[src/rtl/crs_pkg.sv]
package crs_pkg;

  localparam logic [1:0] DIV_STD  = 2'b00;
  localparam logic [1:0] DIV_SLOW = 2'b11;

  typedef struct packed {
    logic       loadDiv;
    logic [1:0] divVal;
    logic       restart;
  } rateStrobe_t;

  function automatic logic isSlow(input logic [1:0] code);
    return code == DIV_SLOW;
  endfunction

endpackage

[src/rtl/crs_control.sv]
module crs_control
  import crs_pkg::*;
#(
  parameter int NUM_SER = 2
) (
  input  logic               clk,
  input  logic               rst,
  input  logic               cfgWrEn,
  input  logic [1:0]         cfgDiv,
  input  logic               cfgSwbEn,
  input  logic               irqAck,
  input  logic [NUM_SER-1:0] rxStart,
  input  logic [NUM_SER-1:0] txLoad,
  input  logic [NUM_SER-1:0] serBusy,
  input  logic [1:0]         curDiv,
  output rateStrobe_t        strb,
  output logic               swbEnQ
);

  logic anyEvt;
  logic swbFire;
  logic wrAccept;
  logic [1:0] nextDiv;

  always_ff @(posedge clk) begin
    if (rst)          swbEnQ <= 1'b0;
    else if (cfgWrEn) swbEnQ <= cfgSwbEn;
  end

  always_comb begin
    anyEvt   = irqAck | (|rxStart) | (|txLoad);
    swbFire  = swbEnQ && isSlow(curDiv) && anyEvt;
    wrAccept = cfgWrEn && !(|serBusy);
    if (swbFire)       nextDiv = DIV_STD;
    else if (wrAccept) nextDiv = cfgDiv;
    else               nextDiv = curDiv;
    strb.loadDiv = swbFire | wrAccept;
    strb.divVal  = nextDiv;
    strb.restart = isSlow(nextDiv) != isSlow(curDiv);
  end

  // acknowledged interrupt leaves the slow rate
  a_r5_ack_returns: assert property (@(posedge clk) disable iff (rst)
    (swbEnQ && isSlow(curDiv) && irqAck) |=> (curDiv == DIV_STD));

  // start bit leaves the slow rate
  a_r6_rx_returns: assert property (@(posedge clk) disable iff (rst)
    (swbEnQ && isSlow(curDiv) && |rxStart) |=> (curDiv == DIV_STD));

  // transmit load leaves the slow rate
  a_r7_tx_returns: assert property (@(posedge clk) disable iff (rst)
    (swbEnQ && isSlow(curDiv) && |txLoad) |=> (curDiv == DIV_STD));

  // no automatic return when disabled
  a_r8_hold_when_off: assert property (@(posedge clk) disable iff (rst)
    (!swbEnQ && isSlow(curDiv) && !cfgWrEn) |=> isSlow(curDiv));

  // divisor frozen by serial activity
  a_r10_busy_freeze: assert property (@(posedge clk) disable iff (rst)
    (cfgWrEn && (|serBusy) && !swbFire) |=> $stable(curDiv));

  // enable field still written during activity
  a_r10_swb_written: assert property (@(posedge clk) disable iff (rst)
    cfgWrEn |=> (swbEnQ == $past(cfgSwbEn)));

endmodule

[src/rtl/crs_datapath.sv]
module crs_datapath
  import crs_pkg::*;
#(
  parameter int NUM_SER  = 2,
  parameter int FAST_DIV = 4,
  parameter int SLOW_DIV = 1024
) (
  input  logic               clk,
  input  logic               rst,
  input  rateStrobe_t        strb,
  input  logic [2:0]         inSvc,
  input  logic [NUM_SER-1:0] serBusy,
  output logic [1:0]         curDiv,
  output logic               cycleEn,
  output logic [NUM_SER+2:0] statusQ
);

  localparam int CNT_W = $clog2(SLOW_DIV);
  localparam logic [CNT_W-1:0] FAST_LIM = CNT_W'(FAST_DIV - 1);
  localparam logic [CNT_W-1:0] SLOW_LIM = CNT_W'(SLOW_DIV - 1);

  logic [1:0]       divQ;
  logic [CNT_W-1:0] cntQ;
  logic [CNT_W-1:0] limNow;

  always_comb limNow = isSlow(divQ) ? SLOW_LIM : FAST_LIM;

  always_ff @(posedge clk) begin
    if (rst)               divQ <= DIV_STD;
    else if (strb.loadDiv) divQ <= strb.divVal;
  end

  always_ff @(posedge clk) begin
    if (rst)                 cntQ <= '0;
    else if (strb.restart)   cntQ <= '0;
    else if (cntQ == limNow) cntQ <= '0;
    else                     cntQ <= cntQ + 1'b1;
  end

  always_ff @(posedge clk) begin
    if (rst) statusQ <= '0;
    else     statusQ <= {inSvc, serBusy};
  end

  assign curDiv  = divQ;
  assign cycleEn = (cntQ == limNow);

  // count stays inside the active period
  a_r3_cnt_in_range: assert property (@(posedge clk) disable iff (rst)
    cntQ <= limNow);

  // rate change restarts the count
  a_r4_restart_zero: assert property (@(posedge clk) disable iff (rst)
    strb.restart |=> (cntQ == '0));

  // enable is a single-clock pulse
  a_r2_single_pulse: assert property (@(posedge clk) disable iff (rst)
    cycleEn |=> !cycleEn);

  // status follows inputs one clock later
  a_r11_status_follow: assert property (@(posedge clk) disable iff (rst)
    !$past(rst) |-> (statusQ == $past({inSvc, serBusy})));

endmodule

[src/rtl/clk_rate_switchback.sv]
module clk_rate_switchback
  import crs_pkg::*;
#(
  parameter int NUM_SER  = 2,
  parameter int FAST_DIV = 4,
  parameter int SLOW_DIV = 1024
) (
  input  logic               clk,
  input  logic               rst,
  input  logic               cfgWrEn,
  input  logic [1:0]         cfgDiv,
  input  logic               cfgSwbEn,
  input  logic               irqAck,
  input  logic [NUM_SER-1:0] rxStart,
  input  logic [NUM_SER-1:0] txLoad,
  input  logic [NUM_SER-1:0] serBusy,
  input  logic [2:0]         inSvc,
  output logic               cycleEn,
  output logic [1:0]         divCode,
  output logic               swbEn,
  output logic [NUM_SER+2:0] status
);

  rateStrobe_t strb;

  crs_control #(.NUM_SER(NUM_SER)) u_ctrl (
    .clk(clk), .rst(rst), .cfgWrEn(cfgWrEn), .cfgDiv(cfgDiv),
    .cfgSwbEn(cfgSwbEn), .irqAck(irqAck), .rxStart(rxStart),
    .txLoad(txLoad), .serBusy(serBusy), .curDiv(divCode),
    .strb(strb), .swbEnQ(swbEn)
  );

  crs_datapath #(.NUM_SER(NUM_SER), .FAST_DIV(FAST_DIV), .SLOW_DIV(SLOW_DIV)) u_dp (
    .clk(clk), .rst(rst), .strb(strb), .inSvc(inSvc), .serBusy(serBusy),
    .curDiv(divCode), .cycleEn(cycleEn), .statusQ(status)
  );

endmodule

[config.mk]
export PLATFORM = sky130hd
export DESIGN_NAME = clk_rate_switchback
export DESIGN_NICKNAME = d
export VERILOG_FILES = /design/src/rtl/crs_pkg.sv /design/src/rtl/crs_control.sv /design/src/rtl/crs_datapath.sv /design/src/rtl/clk_rate_switchback.sv
export SDC_FILE = /design/constraint.sdc
export NUM_CORES = 1
export LEC_CHECK = 0
export BUFFER_PORTS_ARGS = -buffer_cell sky130_fd_sc_hd__buf_2
export CAP_MARGIN = 20
export CORE_MARGIN = 1
export CORE_UTILIZATION = 31
export DETAILED_ROUTE_END_ITERATION = 10
export PLACE_DENSITY_LB_ADDON = 0.1
export SYNTH_ARGS = -nofsm -noshare
export SYNTH_HDL_FRONTEND = slang
export SYNTH_SLANG_ARGS = --single-unit
[constraint.sdc]
create_clock -name clk -period 2.1 [get_ports clk]
set_clock_uncertainty 0.2 [all_clocks]
set_input_delay 0.21 -clock clk [delete_from_list [all_inputs] [get_ports clk]]
set_output_delay 0.21 -clock clk [all_outputs]
set_load 0.05 [all_outputs]
Yosys cells after proc, flatten, opt, wreduce, memory -nomap -nowiden
Cells that the tools add are included.
{"block": "word_totals", "reg_bits": 18, "inputBits": 16, "output_inout_bits": 9, "elab_cells": 23}
{"block": "classes", "n_addsub": 1, "n_eq_ne": 4, "n_mux": 3, "bitwise": 3, "reduce_logical": 8}
{"operator": "10-bit by 1-bit adder with 10-bit output (second input constant)", "n": 1}
{"operator": "10-bit == test", "n": 1}
{"operator": "10-bit 2-to-1 mux", "n": 1}
{"operator": "2-bit OR reduction", "n": 3}
{"operator": "2-bit == test (second input constant)", "n": 2}
{"operator": "2-bit 2-to-1 mux", "n": 2}
{"operator": "1-bit logical AND", "n": 3}
{"operator": "1-bit OR", "n": 3}
{"operator": "3-bit OR reduction", "n": 1}
{"operator": "1-bit logical NOT", "n": 1}
{"operator": "1-bit inequality test", "n": 1}

Depth between registers and ports, before layout
{"block": "logic_depth", "depth_word": 8, "ltp_mapped": 5, "depth_no_buf": 5}

Cells and area by module
A second synthesis with hierarchy kept.
{"block": "hier_totals", "hier_cells": 84, "area_unflattened_um2": 828.3}
{"module": "crs_datapath", "instances": 1, "cells_per_inst": 67, "area_each_um2": 698.2, "seq_area_each_um2": 340.3}
{"module": "crs_control", "instances": 1, "cells_per_inst": 17, "area_each_um2": 130.1, "seq_area_each_um2": 20.0}

Worst setup path after synthesis
Ideal clock, no wire load.
{"block": "synth_path", "path_kind": "register to output", "start": "register u_dp.divQ[0] (netlist: u_dp.curDiv[0])", "end": "output port cycleEn", "t_arrival_ps": 1602, "required_ps": 1690, "setup_slack_ps": 88, "path_stages_with_launch": 4, "n_path_buf": 0, "cell_sequence": "dfxtp_1 > nand3_1 > or4_4 > nand2_1"}
{"block": "synth_via", "elab_chain_len": 3}
{"item": "from (decl)", "line_no": "crs_datapath.sv:22", "rtl": "logic [1:0] divQ;"}
{"item": "from (signal assigned)", "line_no": "crs_datapath.sv:30", "rtl": "else if (strb.loadDiv) divQ <= strb.divVal;"}
{"item": "2-bit == test", "line_no": "crs_pkg.sv:13", "rtl": "return code == DIV_SLOW;"}
{"item": "10-bit 2-to-1 mux", "line_no": "crs_datapath.sv:26", "rtl": "always_comb limNow = isSlow(divQ) ? SLOW_LIM : FAST_LIM;"}
{"item": "10-bit == test", "line_no": "crs_datapath.sv:46", "rtl": "assign cycleEn = (cntQ == limNow);"}
{"item": "to (decl)", "line_no": "clk_rate_switchback.sv:18", "rtl": "output logic cycleEn,"}
No other way between the ends.

Worst setup path in the final report
{"block": "layout_path", "start": "register u_dp.cntQ[1]", "end": "output port cycleEn"}
{"block": "layout_via", "elab_chain_len": 1}
{"item": "from (decl)", "line_no": "crs_datapath.sv:23", "rtl": "logic [CNT_W-1:0] cntQ;"}
{"item": "from (signal assigned)", "line_no": "crs_datapath.sv:37", "rtl": "else cntQ <= cntQ + 1'b1;"}
{"item": "10-bit == test", "line_no": "crs_datapath.sv:46"}
No other way between the ends.

==> impl_results.rst <==
.. list-table::
   :header-rows: 1

   * - Metric
     - Value
   * - Hold slack final
     - 88.5 ps
   * - P_leak
     - 0.486 nW
   * - Most area-consuming cells after synthesis
     - sky130_fd_sc_hd__dfxtp_1 48%, sky130_fd_sc_hd__nor2_1 9.9%, sky130_fd_sc_hd__xnor2_1 8.1%
   * - Fraction of final layout cells sized beyond drive strength 1
     - 0.349
   * - Fin. Hold Viols
     - 0
   * - Total half-perimeter wirelength after legalization and detailed placement
     - 1070 um
   * - Depth of the most critical reg-to-reg path
     - 6
   * - Result of the run
     - finished, final reports clean
   * - Fraction of post-synthesis cell area in the top cell type by area
     - 0.477
   * - Total setup violations reported at the end of the flow
     - 0
   * - Clock-pin slew on the worst setup and hold paths
     - 100 ps
   * - Vias per inst
     - 4.47
   * - Number of max-slew violations in the final report
     - 0
   * - Core outline area
     - 2250 um^2
   * - Pwr Density
     - 620 nW/um^2
   * - Commonest cells after routing, fill and taps aside
     - 23 x sky130_fd_sc_hd__buf_2, 20 x sky130_fd_sc_hd__nor2_1, 14 x sky130_fd_sc_hd__dlygate4sd3_1, 13 x sky130_fd_sc_hd__dfxtp_1, 7 x sky130_fd_sc_hd__xnor2_1
   * - Ports placed on the boundary
     - 25
   * - Data required time at the worst endpoint
     - 1690 ps
   * - CP arrival
     - 1620 ps
   * - DRC errors left
     - 0
   * - Peak fanout along the critical path
     - 4
   * - Area occupied by registers
     - 369 um^2
   * - Growth of design area from synthesis to finish
     - 54.0%
   * - # nets final
     - 147
   * - Count of unique library cells instantiated by Yosys
     - 20
   * - Height of the die
     - 51.4 um
   * - Aggregate routed wire length
     - 1560 um
   * - Clock latency on the worst-skew pair
     - 290 ps
   * - Total die area
     - 2640 um^2
   * - Synthesized area
     - 756 um^2
   * - Post-place instance area
     - 911 um^2
   * - Max Clk Rate
     - 494 MHz
   * - CTS sink cnt
     - 18
   * - TritonCTS Buffers
     - 3
   * - Initial cell density of the core
     - 0.335
   * - FILL cells
     - 226
   * - All-Layer GR Usage
     - 0.141
   * - Cell chosen for the clock root
     - sky130_fd_sc_hd__clkbuf_4
   * - Startpoint Class
     - flop
   * - Synthesis warning total
     - 0
   * - Rel. slew slack
     - 0.771
   * - Syn_area_per_cell
     - 9.22 um^2
   * - Routability cong.
     - 0.825
   * - Leading cell type in the layout, fill and taps excluded
     - sky130_fd_sc_hd__buf_2
   * - Number of input and output port buffers inserted
     - 24
   * - Hold Path End
     - u_dp.curDiv[0]
   * - Final critical delay including setup and external delays
     - 2030 ps
   * - Clock tree buffer depth
     - 2
   * - Fin crit share
     - 0.964
   * - Final antenna diode count
     - 0
   * - Sequential share of the synthesized area
     - 0.477
   * - Post-route antenna net violation count
     - 0
   * - First-pass GRT wire length
     - 2650 um
   * - Detailed Route Iter0 Violations
     - 5
   * - Mapped Nets
     - 99
   * - Hold path cells
     - 4
   * - Final non-filler cell area
     - 1160 um^2
   * - Total number of vias
     - 702
   * - Worst IR Drop VDD
     - 0.383 mV
   * - Worst setup EP type
     - output port
   * - Die width
     - 51.4 um
   * - Slew of the pin with the lowest slew margin
     - 344 ps
   * - Multi-input gate area in the final layout
     - 404 um^2
   * - Pre-CTS setup slack
     - 136 ps
   * - Average routed wire per standard cell
     - 9.96 um
   * - Setup slack on the worst flop-to-flop path
     - 290 ps
   * - Maximum level of the CTS H-tree
     - 1
   * - Total design power
     - 722 uW
   * - Via count of the first global-routing pass
     - 672
   * - Post-route setup slack
     - 74.9 ps
   * - Leftover overflow at the end of global routing
     - 0
   * - Yosys reg bits
     - 18
   * - Cell accounting for the most synthesized area
     - sky130_fd_sc_hd__dfxtp_1
   * - Crit Path Class
     - reg -> out
   * - Synth Instances
     - 82
   * - Worst hold path startpoint
     - rxStart[0]
   * - # rows
     - 17
   * - Crit Reg-Reg Startpoint
     - u_dp.cntQ[1]
   * - Max-capacitance violation count
     - 0
   * - Pin count of the biggest net entering global routing
     - 11
   * - TritonRoute pass-1 iters
     - 4
   * - Worst flop-to-flop path endpoint
     - u_dp.cntQ[8]
   * - Type of the worst min-delay path
     - in -> reg
   * - Antenna violations before repair
     - 0
   * - CTS tree
     - done
metal layers:
layer / up-vias / share of wire / global-route usage
li1: 369 / - / -
met1: 316 / 0.47 / 0.152
met2: 13 / 0.47 / 0.232
met3: 4 / 0.045 / 0.0625
met4: 0 / 0.019 / 0.0676
met5: - / 0 / 0
worst max path at each step:
stage              startpoint      end  slack, ps  cells after the start
4_1_cts          u_dp.cntQ[6]  cycleEn          9                      4
5_1_grt          u_dp.cntQ[1]  cycleEn        -20                      5
3_3_place_gp     u_dp.cntQ[0]  cycleEn        150                      5
2_1_floorplan  u_dp.curDiv[0]  cycleEn         90                      3
6_report         u_dp.cntQ[1]  cycleEn         70                      5
3_5_place_dp     u_dp.cntQ[0]  cycleEn        140                      5
synth_stat cells:
| library cell | instances |
|---|---|
| sky130_fd_sc_hd__ha_1 | 1 |
| sky130_fd_sc_hd__o2111ai_4 | 1 |
| sky130_fd_sc_hd__mux2i_1 | 3 |
| sky130_fd_sc_hd__inv_1 | 3 |
| sky130_fd_sc_hd__nand3_1 | 4 |
| sky130_fd_sc_hd__nor2b_1 | 5 |
| sky130_fd_sc_hd__a31o_2 | 1 |
| sky130_fd_sc_hd__nand2_1 | 5 |
| sky130_fd_sc_hd__xnor2_1 | 7 |
| sky130_fd_sc_hd__dfxtp_1 | 18 |
| sky130_fd_sc_hd__nand3_2 | 1 |
| sky130_fd_sc_hd__xor2_1 | 2 |
| sky130_fd_sc_hd__or4_4 | 1 |
| sky130_fd_sc_hd__nor4b_1 | 1 |
| sky130_fd_sc_hd__nor2_1 | 20 |
| sky130_fd_sc_hd__and2_1 | 1 |
| sky130_fd_sc_hd__nand4_1 | 2 |
| sky130_fd_sc_hd__nor3_1 | 3 |
| sky130_fd_sc_hd__and3_1 | 1 |
| sky130_fd_sc_hd__a31oi_1 | 2 |
state kept, by name, indices dropped and copies added (netlist names):
name,cells
u_ctrl.swbEnQ,1
u_dp.cntQ,10
u_dp.curDiv,2
u_dp.statusQ,5
what timing repair did:
action | CTS | global route
setup endpoints to repair | 1 | 1
setup buffers | 2 | 3
hold buffers | 14 | 0
gates resized for setup | 8 | 5
endpoints found under the hold margin | 8 | 0
pin swaps | 1 | 4
cell type report:
cell class	count	area share
multi-input cells	61	0.347
repair buffers	43	0.265
well taps	28	0.0301
clock buffers	4	0.0312
flip-flops and latches	18	0.317
inverters	3	0.00968
power by group:
| part | switching, mW | internal, mW |
|---|---|---|
| Clock | 0.104 | 0.106 |
| Sequential | 0.0122 | 0.356 |
| Combinational | 0.0738 | 0.0695 |
| Total | 0.190 | 0.532 |
cell families after synthesis:
logic type                 share of synthesized area
DFF                                            0.477
and+or+nand+nor                                0.285
AOI/OAI and AO/OA                             0.0629
muxes                                         0.0397
xor gates and xnor gates                       0.104
adders and majority gates                     0.0166
buffers and inverters                         0.0149
worst max-delay path, cell delays in order, from the launching register on:
cell and delay (ps):
sky130_fd_sc_hd__dfxtp_2 360, sky130_fd_sc_hd__ha_4 150, sky130_fd_sc_hd__nand3_2 80, sky130_fd_sc_hd__or4_4 500
sky130_fd_sc_hd__nand2_2 90, sky130_fd_sc_hd__buf_8 140
metrics by stage:
stage / TNS, ps / cells / util
after CTS: 0 / 154 / 0.499
after global routing: -22.1 / 157 / 0.516
after global placement: 0 / 134 / 0.404
after detailed placement: 0 / 134 / 0.404
after floorplan: 0 / 82 / -
final: 0 / 157 / 0.516
Power figures use the tool's default switching activity.
